## config.mk

```make
export PLATFORM = sky130hd
export DESIGN_NAME = serial_rx_engine
export DESIGN_NICKNAME = d
export VERILOG_FILES = /design/src/rtl/serx_pkg.sv /design/src/rtl/serx_sync.sv /design/src/rtl/serx_bit_engine.sv /design/src/rtl/serx_out_stage.sv /design/src/rtl/serx_rts.sv /design/src/rtl/serial_rx_engine.sv
export SDC_FILE = /design/constraint.sdc
export NUM_CORES = 1
export LEC_CHECK = 0
export ABC_AREA = 0
export ABC_CLOCK_PERIOD_IN_PS = 2900
export CORE_MARGIN = 3
export CORE_UTILIZATION = 45
export DETAILED_ROUTE_END_ITERATION = 7
export GPL_ROUTABILITY_DRIVEN = 0
export GPL_TIMING_DRIVEN = 0
export HOLD_SLACK_MARGIN = 0.1
export MAX_ROUTING_LAYER = met4
export PLACE_DENSITY = 0.66
export SLEW_MARGIN = 20
export SYNTH_ARGS = -nofsm -noshare
export SYNTH_HDL_FRONTEND = slang
export SYNTH_SLANG_ARGS = --single-unit
```

## constraint.sdc

```tcl
create_clock -name clk -period 2.9 [get_ports clk]
set_input_delay 0.58 -clock clk [delete_from_list [all_inputs] [get_ports clk]]
set_output_delay 0.58 -clock clk [all_outputs]
set_load 0.03 [all_outputs]
```

## src/rtl/serx_pkg.sv

```systemverilog
package serx_pkg;
  parameter int unsigned CHAR_W = 8;

  typedef enum logic [1:0] {
    ST_IDLE,
    ST_START,
    ST_DATA,
    ST_STOP
  } rx_state_e;

  typedef struct packed {
    logic [CHAR_W-1:0] data;
    logic              ferr;
  } rx_word_t;
endpackage

```

## src/rtl/serx_sync.sv

```systemverilog
module serx_sync #(
  parameter int unsigned STAGES = 2,
  parameter logic        INIT   = 1'b1
) (
  input  logic clk,
  input  logic rst_n,
  input  logic d,
  output logic q
);
  logic [STAGES-1:0] chain;

  always_ff @(posedge clk or negedge rst_n) begin
    if (!rst_n) chain[0] <= INIT;
    else        chain[0] <= d;
  end

  for (genvar i = 1; i < STAGES; i++) begin : g_stage
    always_ff @(posedge clk or negedge rst_n) begin
      if (!rst_n) chain[i] <= INIT;
      else        chain[i] <= chain[i-1];
    end
  end

  assign q = chain[STAGES-1];
endmodule

```

## src/rtl/serx_bit_engine.sv

```systemverilog
module serx_bit_engine
  import serx_pkg::*;
#(
  parameter int unsigned OSR_FAST = 8,
  parameter int unsigned OSR_SLOW = 16
) (
  input  logic     clk,
  input  logic     rst_n,
  input  logic     line,
  input  logic     tick,
  input  logic     go,
  input  logic     fast,
  output logic     push_valid,
  output rx_word_t push_word
);
  localparam int unsigned CNT_W = $clog2(OSR_SLOW);
  localparam int unsigned BIT_W = $clog2(CHAR_W);
  localparam logic [CNT_W-1:0] LAST_F = CNT_W'(OSR_FAST - 1);
  localparam logic [CNT_W-1:0] LAST_S = CNT_W'(OSR_SLOW - 1);
  localparam logic [CNT_W-1:0] HALF_F = CNT_W'(OSR_FAST / 2 - 1);
  localparam logic [CNT_W-1:0] HALF_S = CNT_W'(OSR_SLOW / 2 - 1);
  localparam logic [BIT_W-1:0] BIT_LAST = BIT_W'(CHAR_W - 1);

  rx_state_e         state;
  logic [CNT_W-1:0]  cnt;
  logic [BIT_W-1:0]  bit_idx;
  logic [CHAR_W-1:0] shreg;
  logic              fast_q;
  logic              line_prev;
  logic [CNT_W-1:0]  cnt_last;
  logic [CNT_W-1:0]  cnt_half;
  logic              fall;

  assign cnt_last = fast_q ? LAST_F : LAST_S;
  assign cnt_half = fast_q ? HALF_F : HALF_S;
  assign fall     = line_prev & ~line;

  always_ff @(posedge clk or negedge rst_n) begin
    if (!rst_n) line_prev <= 1'b1;
    else        line_prev <= line;
  end

  // Enable is looked at only in idle, so a started character always finishes.
  always_ff @(posedge clk or negedge rst_n) begin
    if (!rst_n) begin
      state      <= ST_IDLE;
      cnt        <= '0;
      bit_idx    <= '0;
      shreg      <= '0;
      fast_q     <= 1'b0;
      push_valid <= 1'b0;
      push_word  <= '0;
    end else begin
      push_valid <= 1'b0;
      unique case (state)
        ST_IDLE: begin
          if (go && fall) begin
            state  <= ST_START;
            cnt    <= '0;
            fast_q <= fast;
          end
        end
        ST_START: begin
          if (tick) begin
            if (cnt == cnt_half) begin
              cnt     <= '0;
              bit_idx <= '0;
              state   <= line ? ST_IDLE : ST_DATA;
            end else begin
              cnt <= cnt + 1'b1;
            end
          end
        end
        ST_DATA: begin
          if (tick) begin
            if (cnt == cnt_last) begin
              cnt   <= '0;
              shreg <= {line, shreg[CHAR_W-1:1]};
              if (bit_idx == BIT_LAST) state <= ST_STOP;
              else                     bit_idx <= bit_idx + 1'b1;
            end else begin
              cnt <= cnt + 1'b1;
            end
          end
        end
        ST_STOP: begin
          if (tick) begin
            if (cnt == cnt_last) begin
              cnt            <= '0;
              push_valid     <= 1'b1;
              push_word.data <= shreg;
              push_word.ferr <= ~line;
              state          <= ST_IDLE;
            end else begin
              cnt <= cnt + 1'b1;
            end
          end
        end
        default: state <= ST_IDLE;
      endcase
    end
  end
endmodule

```

## src/rtl/serx_out_stage.sv

```systemverilog
module serx_out_stage
  import serx_pkg::*;
(
  input  logic              clk,
  input  logic              rst_n,
  input  logic              push_valid,
  input  rx_word_t          push_word,
  input  logic              out_ready,
  output logic              out_valid,
  output logic [CHAR_W-1:0] out_data,
  output logic              out_ferr
);
  logic can_take;
  assign can_take = ~out_valid | out_ready;

  always_ff @(posedge clk or negedge rst_n) begin
    if (!rst_n) begin
      out_valid <= 1'b0;
      out_data  <= '0;
      out_ferr  <= 1'b0;
    end else if (push_valid && can_take) begin
      out_valid <= 1'b1;
      out_data  <= push_word.data;
      out_ferr  <= push_word.ferr;
    end else if (out_ready) begin
      out_valid <= 1'b0;
    end
  end
endmodule

```

## src/rtl/serx_rts.sv

```systemverilog
module serx_rts #(
  parameter int unsigned FILL_W = 5
) (
  input  logic              clk,
  input  logic              rst_n,
  input  logic              rts_en,
  input  logic [FILL_W-1:0] fill,
  input  logic [FILL_W-1:0] level,
  output logic              rts
);
  always_ff @(posedge clk or negedge rst_n) begin
    if (!rst_n) rts <= 1'b0;
    else        rts <= rts_en && (fill < level);
  end
endmodule

```

## src/rtl/serial_rx_engine.sv

```systemverilog
module serial_rx_engine
  import serx_pkg::*;
#(
  parameter int unsigned OSR_FAST    = 8,
  parameter int unsigned OSR_SLOW    = 16,
  parameter int unsigned FIFO_DEPTH  = 16,
  parameter int unsigned SYNC_STAGES = 2,
  localparam int unsigned FILL_W     = $clog2(FIFO_DEPTH + 1)
) (
  input  logic              clk,
  input  logic              rst_n,
  input  logic              os_tick,
  input  logic              rx_pin,
  input  logic              tx_loop,
  input  logic              en_all,
  input  logic              rx_en,
  input  logic              loop_en,
  input  logic              fast_mode,
  input  logic              rts_en,
  input  logic [FILL_W-1:0] watermark,
  input  logic [FILL_W-1:0] fifo_fill,
  output logic              out_valid,
  input  logic              out_ready,
  output logic [CHAR_W-1:0] out_data,
  output logic              out_ferr,
  output logic              rts
);
  logic     raw_line;
  logic     line_s;
  logic     push_valid;
  rx_word_t push_word;

  assign raw_line = loop_en ? tx_loop : rx_pin;

  serx_sync #(.STAGES(SYNC_STAGES), .INIT(1'b1)) u_sync (
    .clk(clk), .rst_n(rst_n), .d(raw_line), .q(line_s)
  );

  serx_bit_engine #(.OSR_FAST(OSR_FAST), .OSR_SLOW(OSR_SLOW)) u_engine (
    .clk(clk), .rst_n(rst_n), .line(line_s), .tick(os_tick),
    .go(en_all & rx_en), .fast(fast_mode),
    .push_valid(push_valid), .push_word(push_word)
  );

  serx_out_stage u_out (
    .clk(clk), .rst_n(rst_n), .push_valid(push_valid), .push_word(push_word),
    .out_ready(out_ready), .out_valid(out_valid), .out_data(out_data),
    .out_ferr(out_ferr)
  );

  serx_rts #(.FILL_W(FILL_W)) u_rts (
    .clk(clk), .rst_n(rst_n), .rts_en(rts_en), .fill(fifo_fill),
    .level(watermark), .rts(rts)
  );
endmodule

```

==> results of run 1 <==
## cells by family after synthesis
group                    after synthesis
AND/OR/NAND/NOR                       29
AO/OA/AOI/OAI                         20
multiplexers                          29
adder cells (fa/ha/maj)                7
flip-flops                            42
XOR/XNOR                               3
buffers and inverters                 12
## registers in the layout, summed over array words and instances, names as in the netlist, named ones only
name / count
u_rts.rts: 1
u_out.out_valid: 1
u_sync.chain: 1
u_engine.line_prev: 1
u_out.out_data: 8
u_engine.push_valid: 1
u_engine.fast_q: 1
u_engine.shreg: 8
u_engine.cnt: 4
u_sync.q: 1
u_engine.push_word: 9
u_engine.bit_idx: 3
u_out.out_ferr: 1
u_engine.state: 1
## routing by layer
metal | vias to the layer above | part of all wire (%)
li1 | 588 | -
met1 | 607 | 45
met2 | 27 | 50
met3 | 2 | 4.5
met4 | 0 | 0.64
met5 | - | 0
## cell type report
class	count	area share, %
Inverter	7	1.101
Sequential cell	42	44.21
Clock buffer	6	3.041
Buffer	5	0.9963
Clock inverter	2	0.5768
Timing Repair Buffer	32	13.63
Multi-Input combinational cell	88	33.82
Tap cell	50	2.622
## power by group through the flow
stage / logic [W] / registers, W / clock network [W]
after floorplan: 0.000364 / 0.000695 / 0
after global placement: 0.000453 / 0.000698 / 0
after detailed placement: 0.000484 / 0.000703 / 0
after CTS: 0.000485 / 0.000692 / 0.000381
after global routing: 0.000532 / 0.000699 / 0.000410
final: 0.000482 / 0.000691 / 0.000368
## stage by stage
step / setup WS [ns] / util [%] / area [um^2] / power (W)
floorplan: 1.180 / - / 1912 / 0.001059
global placement: 0.1890 / 56.31 / 2285 / 0.001152
detailed placement: 0.4670 / 56.68 / 2300 / 0.001187
CTS: 0.7742 / 58.80 / 2386 / 0.001558
global route: 0.6772 / 58.80 / 2386 / 0.001641
finish: 0.7796 / 58.80 / 2386 / 0.001541
## cells in the final DEF, fill, tap and decap left out, types with 2 or more instances in the layout
cell type,instances
clkbuf_8,5
nand2_1,7
dfstp_2,3
clkbuf_1,2
nand3_1,3
xnor2_2,2
o311ai_0,2
nand2b_1,5
nand4_1,2
clkdlybuf4s50_1,30
nor2_1,4
o21ai_0,3
a21oi_1,2
dfrtp_1,39
buf_2,5
inv_1,7
ha_1,7
mux2_2,28
a21o_1,2
a22o_1,3
## worst max path at each step
| stage | start | to | slack [ns] | cells past startpoint |
|---|---|---|---|---|
| after detailed placement | os_tick | u_engine.shreg[0]$_DFFE_PN0P_ | 0.47 | 5 |
| after global routing | os_tick | u_engine.shreg[0]$_DFFE_PN0P_ | 0.68 | 5 |
| after CTS | os_tick | u_engine.shreg[0]$_DFFE_PN0P_ | 0.77 | 5 |
| after floorplan | u_engine.cnt[0]$_DFFE_PN0P_ | u_engine.shreg[0]$_DFFE_PN0P_ | 1.18 | 5 |
| after global placement | rst_n | u_rts.rts$_DFF_PN0_ | 0.19 | 1 |
| final | os_tick | u_engine.shreg[0]$_DFFE_PN0P_ | 0.78 | 5 |
==> Implementation_results.wiki, run 1 <==
{| class="wikitable"
! Metric !! Value
|-
| Final max-slew violation count || 0
|-
| Max rail drop VDD || 0.0002851 V
|-
| Sw Pwr || 0.0005046 W
|-
| Slew margin rel. || 71.91%
|-
| Met3 global-route usage || 4.830%
|-
| Buffers added on ports || 31
|-
| Diode insertion count for antenna repair || 0
|-
| Met1 track demand over resource in global routing || 18.20%
|-
| Number of unique standard cell types used by synthesis || 36
|-
| Final setup violation count || 0
|-
| Setup tns final || 0 ns
|-
| Most instantiated flip-flop cell in the synthesis netlist || dfrtp_1
|-
| Result of the run || completed
|-
| Count of cells along the worst register-to-register path || 5
|-
| Area fraction in and, or, nand and nor cells after synthesis || 9.424%
|-
| Post-synthesis compound-gate area fraction || 8.966%
|-
| Clock latency at the later pin of the worst-skew pair || 0.28 ns
|-
| Area of the core || 4058 um^2
|-
| Combined flip-flop and latch cell area || 1055 um^2
|-
| P_int || 0.001037 W
|-
| Share of the synthesized area in the top cell type || 51.05%
|-
| Critical Path AT || 2.29 ns
|-
| Share of post-route cells with drive strength above 1 || 26.92%
|-
| DRT Wirelength || 3413 um
|-
| Critical path, cell by cell || clkdlybuf4s50_1 > nand3_1 > nand2b_1 > nor3_4 > mux2_2
|-
| Endpoint class of the critical path || flop
|-
| RSZ-0062 raised after global routing || no
|-
| Category of the worst setup path launch point || input pin
|-
| DRT antenna net count || 0
|-
| Largest cells by area after synthesis || dfrtp_1 51%, mux2_2 16%, ha_1 4.6%
|-
| Final Skew || 0.004019 ns
|-
| Leakage power of the design || 1.147 nW
|-
| Largest net degree at the start of global routing || 31
|-
| End of the worst register-to-register path || u_engine.shreg[0]$_DFFE_PN0P_
|-
| Antenna violations before repair || 0
|-
| Class of the tightest hold or removal check || input pin to async pin
|-
| Die X || 71.18 um
|-
| Total nets after synthesis || 170
|-
| Power per cell area || 645.9 nW/um^2
|-
| Share of flip-flops with an asynchronous set or reset || 100.0%
|-
| Starting Density || 47.12%
|-
| Synth Area per Inst || 13.46 um^2
|-
| Vias in the first global route || 1329
|-
| Fin Hold WS || 0.1820 ns
|-
| CP max-delay cell || clkdlybuf4s50_1
|-
| Highest cell delay on the worst timing path || 0.57 ns
|-
| Highest Clock Rate || 0.4716 GHz
|-
| Clock transition at path regs || 0.08 ns
|-
| Mapped Area || 1912 um^2
|-
| Most Crowded Layer GR || met2
|-
| Period minus WS final || 2.120 ns
|-
| Top-count cell post-synth || dfrtp_1
|-
| Required time at the endpoint of the critical path || 3.07 ns
|-
| Non-filler cells, final || 232
|-
| Most instantiated cells after synthesis || 39 x dfrtp_1, 28 x mux2_2, 7 x ha_1, 7 x inv_1, 7 x nand2_1
|-
| Number of buffers added by the clock tree synthesis step || 5
|-
| Number of rows in the core area || 23
|-
| Category of the most critical setup path || input pin to flop
|-
| Ports || 32
|-
| All-Layer GR Usage || 15.35%
|-
| Critical Path Fanout Max || 8
|-
| Count of routing violations after the opening detailed-route iteration || 53
|-
| Die height || 71.18 um
|-
| Final clock period utilization by the worst path || 73.12%
|-
| Drc violations || 0
|-
| Hold Fails Final Rpt || 0
|-
| Power share of the sequential group || 44.8%
|-
| Parity-gate share of the synthesized area counting xor and xnor cells || 2.160%
|-
| Post-CTS repair timing setup buffer count || 0
|-
| Critical register-to-register path startpoint || u_engine.cnt[0]$_DFFE_PN0P_
|-
| # nets final || 209
|-
| Global-route wire length before repair || 6044 um
|-
| Tightest Pin Transition || 0.4158 ns
|-
| Post-detailed-placement half-perimeter wirelength || 2567 um
|-
| Cell chosen for the clock root || clkbuf_8
|-
| Total number of clock tree sinks || 42
|-
| Total of hold buffers inserted after clock tree synthesis || 0
|-
| Total of warnings raised by yosys || 0
|-
| GR Layer Usage met2 || 25.71%
|-
| Post-synthesis share of cell area spent on full adders, half adders and majority gates || 4.581%
|-
| Dominant combinational cell family by area after synthesis || multiplexers
|-
| Total Die Area || 5067 um^2
|-
| Power share of the combinational group || 31.3%
|-
| Switching portion of total power || 32.74%
|-
| Global-route congestion overflow total || 0
|-
| Clock network fraction of design power || 23.9%
|-
| Mux contribution to synthesized area || 17.08%
|-
| Reg-to-reg setup timing slack || 0.92 ns
|-
| DRT Pass-1 Iters || 4
|-
| Area added between synthesis and finish || 24.80%
|-
| Count of fill cells added during filler insertion || 339
|-
| Portion of the post-synthesis area used by sequential elements || 55.17%
|-
| Deepest clock path buffer count || 2
|-
| TritonCTS clock tree || built
|-
| Post-Syn Instances || 142
|-
| Number of levels the H-tree was split into || 2
|-
| Number of enable flip-flop cells after synthesis || 0
|-
| Number of synthesized register bits || 42
|-
| Leading area contributor after synthesis || dfrtp_1
|-
| Area used by multi-input combinational logic || 807.0 um^2
|-
| CP delay by family, top || simple AND/OR/NAND/NOR gates
|-
| Worst path bufs/invs || 1
|-
| Gates resized, CTS repair || 0
|-
| Average wire per standard cell || 14.71 um
|-
| Placed Cells || 224
|-
| Via total after detailed routing || 1224
|-
| DR vias/cell || 5.276
|-
| Max-cap violations || 0
|}
No activity file was read; power rests on OpenSTA's default activity.
==> inputs of run 2 (changes only) <==
Settings changed: ABC_CLOCK_PERIOD_IN_PS 2900 to 1750, PLACE_DENSITY 0.66 to 0.69.
Clock period 2.9 ns to 1.75 ns, I/O delays scaled along.
==> run 2 against run 1 <==
Compared with the run above: core utilization up 2.0 points; count of clock-buffer cells in the layout increased by 2; via count grew 4.3%; critical path depth unchanged; critical path type is now flop to flop; critical endpoint is now u_engine.push_word[4]$_DFFE_PN0P_.
==> Implementation_results.wiki, run 2 (same netlist as run 1, synthesis figures left out) <==
{| class="wikitable"
! Metric !! Value
|-
| Area added between synthesis and finish || 29.06%
|-
| Cell chosen for the clock root || clkbuf_8
|-
| Clock latency at the later pin of the worst-skew pair || 0.28 ns
|-
| Endpoint class of the critical path || flop
|-
| Critical Path Fanout Max || 10
|-
| Final design utilization || 60.81%
|-
| Period minus WS final || 1.663 ns
|-
| Starting Density || 47.12%
|-
| Via total after detailed routing || 1277
|-
| RSZ-0062 raised after global routing || no
|-
| Share of post-route cells with drive strength above 1 || 29.89%
|-
| Area of all placed cells without fillers || 2467 um^2
|-
| DR vias/cell || 5.457
|-
| Met1 track demand over resource in global routing || 18.37%
|-
| # nets final || 211
|-
| Max-cap violations || 0
|-
| Die height || 71.18 um
|-
| Vias in the first global route || 1319
|-
| Leading cell type in the layout, fill and taps excluded || dfrtp_1
|-
| Largest net degree at the start of global routing || 25
|-
| Highest Clock Rate || 0.6013 GHz
|-
| Registers with the highest flip-flop counts || u_engine.push_word (9), u_engine.shreg (8), u_out.out_data (8)
|-
| Max rail drop VDD || 0.0005376 V
|-
| Tightest Pin Transition || 0.4684 ns
|-
| DRT antenna net count || 0
|-
| Area of the core || 4058 um^2
|-
| Class of the tightest hold or removal check || flop to flop
|-
| Critical Path AT || 1.83 ns
|-
| TritonCTS clock tree || built
|-
| Count of fill cells added during filler insertion || 296
|-
| Setup tns final || 0 ns
|-
| DRT Pass-1 Iters || 4
|-
| Number of buffers added by the clock tree synthesis step || 5
|-
| Number of cells on the worst hold path || 0
|-
| Global-route congestion overflow total || 0
|-
| Count of routing violations after the opening detailed-route iteration || 39
|-
| Leakage power of the design || 1.173 nW
|-
| Placed standard-cell area || 2307 um^2
|-
| Highest-count cells in the layout ignoring fill and taps || 38 x dfrtp_1, 29 x clkdlybuf4s50_1, 28 x mux2_2
|-
| GR Layer Usage met2 || 24.59%
|-
| Number of levels the H-tree was split into || 2
|-
| Buffers added on ports || 31
|-
| Die X || 71.18 um
|-
| Category of the worst setup path launch point || flop
|-
| Number of flip-flops under the largest register name || 9
|-
| Most Crowded Layer GR || met2
|-
| Count of cells along the worst register-to-register path || 5
|-
| Average wire per standard cell || 14.35 um
|-
| All-Layer GR Usage || 15.25%
|-
| Slack of the critical path || 0.08694 ns
|-
| Placement Setup Slack || -0.4267 ns
|-
| Global-route wire length before repair || 5975 um
|-
| Diode insertion count for antenna repair || 0
|-
| Final max-slew violation count || 0
|-
| Power per cell area || 1055 nW/um^2
|-
| Final clock period utilization by the worst path || 95.03%
|-
| Category of the most critical setup path || flop to flop
|-
| Final Skew || 0.008199 ns
|-
| Total number of clock tree sinks || 42
|-
| Final setup violation count || 0
|-
| Result of the run || completed
|-
| Number of rows in the core area || 23
|-
| Drc violations || 0
|-
| Met3 global-route usage || 3.835%
|-
| Post-detailed-placement half-perimeter wirelength || 2497 um
|-
| DRT Wirelength || 3357 um
|-
| Ports || 32
|-
| Hold Fails Final Rpt || 0
|-
| Fin Hold WS || 0.3561 ns
|-
| Deepest clock path buffer count || 2
|-
| Total Die Area || 5067 um^2
|-
| Required time at the endpoint of the critical path || 1.91 ns
|-
| Register ranked first by flip-flop count || u_engine.push_word
|-
| Slew margin rel. || 68.77%
|-
| Clock transition at path regs || 0.07 ns
|-
| Antenna violations before repair || 0
|}
-- run 2: area by class of cell --
| cell class | count | area [um^2] | area share [%] |
|---|---|---|---|
| flip-flops and latches | 42 | 1056 | 42.80 |
| repair buffers | 35 | 369.1 | 14.96 |
| inverters | 7 | 26.28 | 1.065 |
| well taps | 50 | 62.56 | 2.535 |
| plain buffers | 4 | 25.02 | 1.014 |
| multi-input cells | 88 | 848.3 | 34.38 |
| clock buffers | 8 | 80.08 | 3.245 |
-- run 2: through the flow --
stage	total power (W)	std cells
finish	0.002602	234
global placement	0.001911	223
global route	0.002754	234
floorplan	0.001755	142
detailed placement	0.001957	224
CTS	0.002592	234
-- run 2: layer usage --
layer / wire length, um / vias up / share of wire (%)
met5: 0 / - / 0
met4: 46 / 0 / 1.4
met3: 153 / 6 / 4.6
met2: 1689 / 44 / 50
met1: 1468 / 632 / 44
li1: - / 595 / -
-- run 2: worst max-delay path: stages (launching register included) --
cell,delay (ns)
dfrtp_1,0.36
clkbuf_4,0.20
xor2_2,0.24
nand4_1,0.18
clkbuf_4,0.25
mux2_1,0.32
-- run 2: what timing repair did --
item,CTS,global route
hold endpoints to repair,15,0
buffers inserted,1,1
pin swaps,1,3
setup endpoints to repair,15,18
hold buffers,1,0
resized for setup,6,5
-- run 2: path summary, 6_finish.rpt --
check | from | end | slack (ns)
max in group asynchronous | rst_n | u_engine.cnt[1]$_DFFE_PN0P_ | 0.72
max | u_engine.cnt[3]$_DFFE_PN0P_ | u_engine.push_word[4]$_DFFE_PN0P_ | 0.09
min reg2reg | u_sync.chain[0]$_DFF_PN1_ | u_sync.q$_DFF_PN1_ | 0.36
min | u_sync.chain[0]$_DFF_PN1_ | u_sync.q$_DFF_PN1_ | 0.36
max reg2reg | u_engine.cnt[3]$_DFFE_PN0P_ | u_engine.push_word[4]$_DFFE_PN0P_ | 0.09
min in group asynchronous | rst_n | u_engine.shreg[0]$_DFFE_PN0P_ | 0.56
-- run 2: report_power, final --
group	leakage [nW]	switching (W)	internal (W)
sequential	0.563	0.000117	0.00107
clock	0.0395	0.000289	0.000283
combinational	0.571	0.000433	0.000405
==> inputs of run 3 (changes only) <==
Settings changed: CORE_UTILIZATION 45 to 47, PLACE_DENSITY 0.69 to 0.72.
==> run 3 against run 2 <==
Compared with the run above: highest routed layer unchanged; first-iteration DRC count grew 150%; total power grew 5.2%; clock skew grew 0.0020 ns; critical path type unchanged; flip-flop and latch count is the same; sequential share of layout area shrank 0.42 points; core utilization grew 4.7 points; combinational power grew 10%.
==> Implementation_results.wiki, run 3 (same netlist as run 1, synthesis figures left out) <==
{| class="wikitable"
! Metric !! Value
|-
| Result of the run || completed
|-
| Via total after detailed routing || 1282
|-
| Global-route wire length before repair || 6196 um
|-
| Deepest clock path buffer count || 2
|-
| Area added between synthesis and finish || 30.17%
|-
| Starting Density || 50.33%
|-
| # nets final || 214
|-
| CP max-delay cell || o311ai_0
|-
| Highest-count cells in the layout ignoring fill and taps || 39 x dfrtp_1, 29 x clkdlybuf4s50_1, 28 x mux2_2
|-
| Category of the most critical setup path || flop to flop
|-
| Buffers added on ports || 31
|-
| Register ranked first by flip-flop count || u_engine.push_word
|-
| Placed Cells || 222
|-
| Count of routing violations after the opening detailed-route iteration || 96
|-
| Critical register-to-register path startpoint || u_engine.cnt[2]$_DFFE_PN0P_
|-
| Final clock period utilization by the worst path || 96.20%
|-
| Count of cells along the worst register-to-register path || 5
|-
| Number of flip-flops under the largest register name || 9
|-
| Instance count on the critical path || 5
|-
| Die X || 69.78 um
|-
| Leakage power of the design || 1.192 nW
|-
| End of the worst register-to-register path || u_engine.state[0]$_DFFE_PN0P_
|-
| Fin Hold WS || 0.3636 ns
|-
| Leading cell type in the layout, fill and taps excluded || dfrtp_1
|-
| Slew margin rel. || 71.51%
|-
| DRT antenna net count || 0
|-
| Tightest Pin Transition || 0.4220 ns
|-
| Worst path bufs/invs || 1
|-
| Sw Pwr || 0.0009015 W
|-
| Diode insertion count for antenna repair || 0
|-
| Area of the core || 3799 um^2
|-
| Setup tns final || 0 ns
|-
| DRT Wirelength || 3500 um
|-
| Clock transition at path regs || 0.08 ns
|-
| RSZ-0062 raised after global routing || no
|-
| Share of post-route cells with drive strength above 1 || 31.02%
|-
| Final setup violation count || 0
|-
| Endpoint class of the critical path || flop
|-
| Non-filler cells, final || 235
|-
| Critical path, cell by cell || buf_2 > xnor2_2 > o311ai_0 > nand2_1 > a311o_1
|-
| Power per cell area || 1100 nW/um^2
|-
| DR vias/cell || 5.455
|-
| Critical Path AT || 1.86 ns
|-
| Vias in the first global route || 1340
|-
| Largest net degree at the start of global routing || 35
|-
| Ports || 32
|-
| Max-cap violations || 0
|-
| Number of rows in the core area || 22
|-
| Total Die Area || 4869 um^2
|-
| DRT Pass-1 Iters || 4
|-
| CP delay by family, top || compound AO/OA/AOI/OAI gates
|-
| Area of all placed cells without fillers || 2489 um^2
|-
| Clock network fraction of design power || 24.0%
|-
| Power share of the sequential group || 42.2%
|-
| Drc violations || 0
|-
| Final max-slew violation count || 0
|-
| P_int || 0.001835 W
|-
| Highest cell delay on the worst timing path || 0.41 ns
|-
| Final Skew || 0.01020 ns
|-
| TritonCTS clock tree || built
|-
| Max rail drop VDD || 0.0004665 V
|-
| Critical Path Start || u_engine.cnt[2]$_DFFE_PN0P_
|-
| Placed standard-cell area || 2297 um^2
|-
| Critical Path Fanout Max || 7
|-
| Highest Clock Rate || 0.5940 GHz
|-
| Class of the tightest hold or removal check || flop to flop
|-
| Antenna violations before repair || 0
|-
| Hold Fails Final Rpt || 0
|-
| Global-route congestion overflow total || 0
|-
| Required time at the endpoint of the critical path || 1.93 ns
|-
| Power share of the combinational group || 33.9%
|-
| Number of buffers added by the clock tree synthesis step || 5
|-
| Reg-to-reg setup timing slack || 0.07 ns
|-
| Average wire per standard cell || 14.89 um
|-
| Die height || 69.78 um
|-
| Placement Setup Slack || -0.4442 ns
|-
| Registers with the highest flip-flop counts || u_engine.push_word (9), u_engine.shreg (8), u_out.out_data (8)
|-
| Number of levels the H-tree was split into || 2
|-
| Switching portion of total power || 32.94%
|-
| Slack of the critical path || 0.06652 ns
|-
| Clock latency at the later pin of the worst-skew pair || 0.30 ns
|-
| All-Layer GR Usage || 16.34%
|-
| Category of the worst setup path launch point || flop
|-
| Cell chosen for the clock root || clkbuf_8
|-
| Total number of clock tree sinks || 42
|-
| Period minus WS final || 1.683 ns
|-
| Critical Path Sink || u_engine.state[0]$_DFFE_PN0P_
|-
| Post-detailed-placement half-perimeter wirelength || 2546 um
|}
## run 3: repair_timing
item	CTS	global route
hold endpoints to repair	8	0
setup endpoints to repair	15	13
hold buffers	1	0
pin swaps	1	2
resized for setup	5	4
buffers inserted	3	1
## run 3: worst min-delay path by stage
stage | startpoint | to | cells past startpoint
2_1_floorplan | rst_n | async pin | 0
4_1_cts | u_sync.chain[0]$_DFF_PN1_ | u_sync.q$_DFF_PN1_ | 0
5_1_grt | u_sync.chain[0]$_DFF_PN1_ | u_sync.q$_DFF_PN1_ | 0
3_3_place_gp | u_sync.chain[0]$_DFF_PN1_ | u_sync.q$_DFF_PN1_ | 0
6_report | u_sync.chain[0]$_DFF_PN1_ | u_sync.q$_DFF_PN1_ | 0
3_5_place_dp | rst_n | u_engine.cnt[1]$_DFFE_PN0P_ | 1
## run 3: worst register-to-register path: cells and delay by family (launching register included)
| kind | cells | cell delay, ns |
|---|---|---|
| compound gates | 2 | 0.70 |
| buf+inv | 1 | 0.18 |
| xor+xnor | 1 | 0.20 |
| flops | 1 | 0.36 |
| simple gates | 1 | 0.14 |
## run 3: metal layers
metal / routed length, um / vias up / GRT usage, %
met5: 0 / - / -
li1: - / 598 / -
met3: 154 / 8 / 3.623
met4: 52 / 0 / 4.468
met1: 1541 / 638 / 20.23
met2: 1752 / 38 / 27.07
## run 3: per-stage QoR
stage | util [%] | total power (W)
final | 65.51 | 0.002737
after global routing | 65.51 | 0.002909
after CTS | 64.86 | 0.002713
after detailed placement | 60.47 | 0.001971
after global placement | 60.08 | 0.001907
after floorplan | - | 0.001755
## run 3: area by class of cell
class	count	area, um^2
Multi-Input combinational cell	88	847.1
Buffer	5	28.78
Clock inverter	1	8.758
Inverter	7	26.28
Tap cell	48	60.06
Sequential cell	42	1055
Fill cell	278	1310
Timing Repair Buffer	37	376.6
Clock buffer	7	86.33
## run 3: power groups by stage
stage | Sequential, W | Clock [W] | Combinational, W
2_1_floorplan | 0.00115 | 0 | 0.000604
3_3_place_gp | 0.00116 | 0 | 0.000750
3_5_place_dp | 0.00116 | 0 | 0.000806
4_1_cts | 0.00115 | 0.000674 | 0.000886
5_1_grt | 0.00117 | 0.000725 | 0.00102
6_report | 0.00115 | 0.000656 | 0.000927
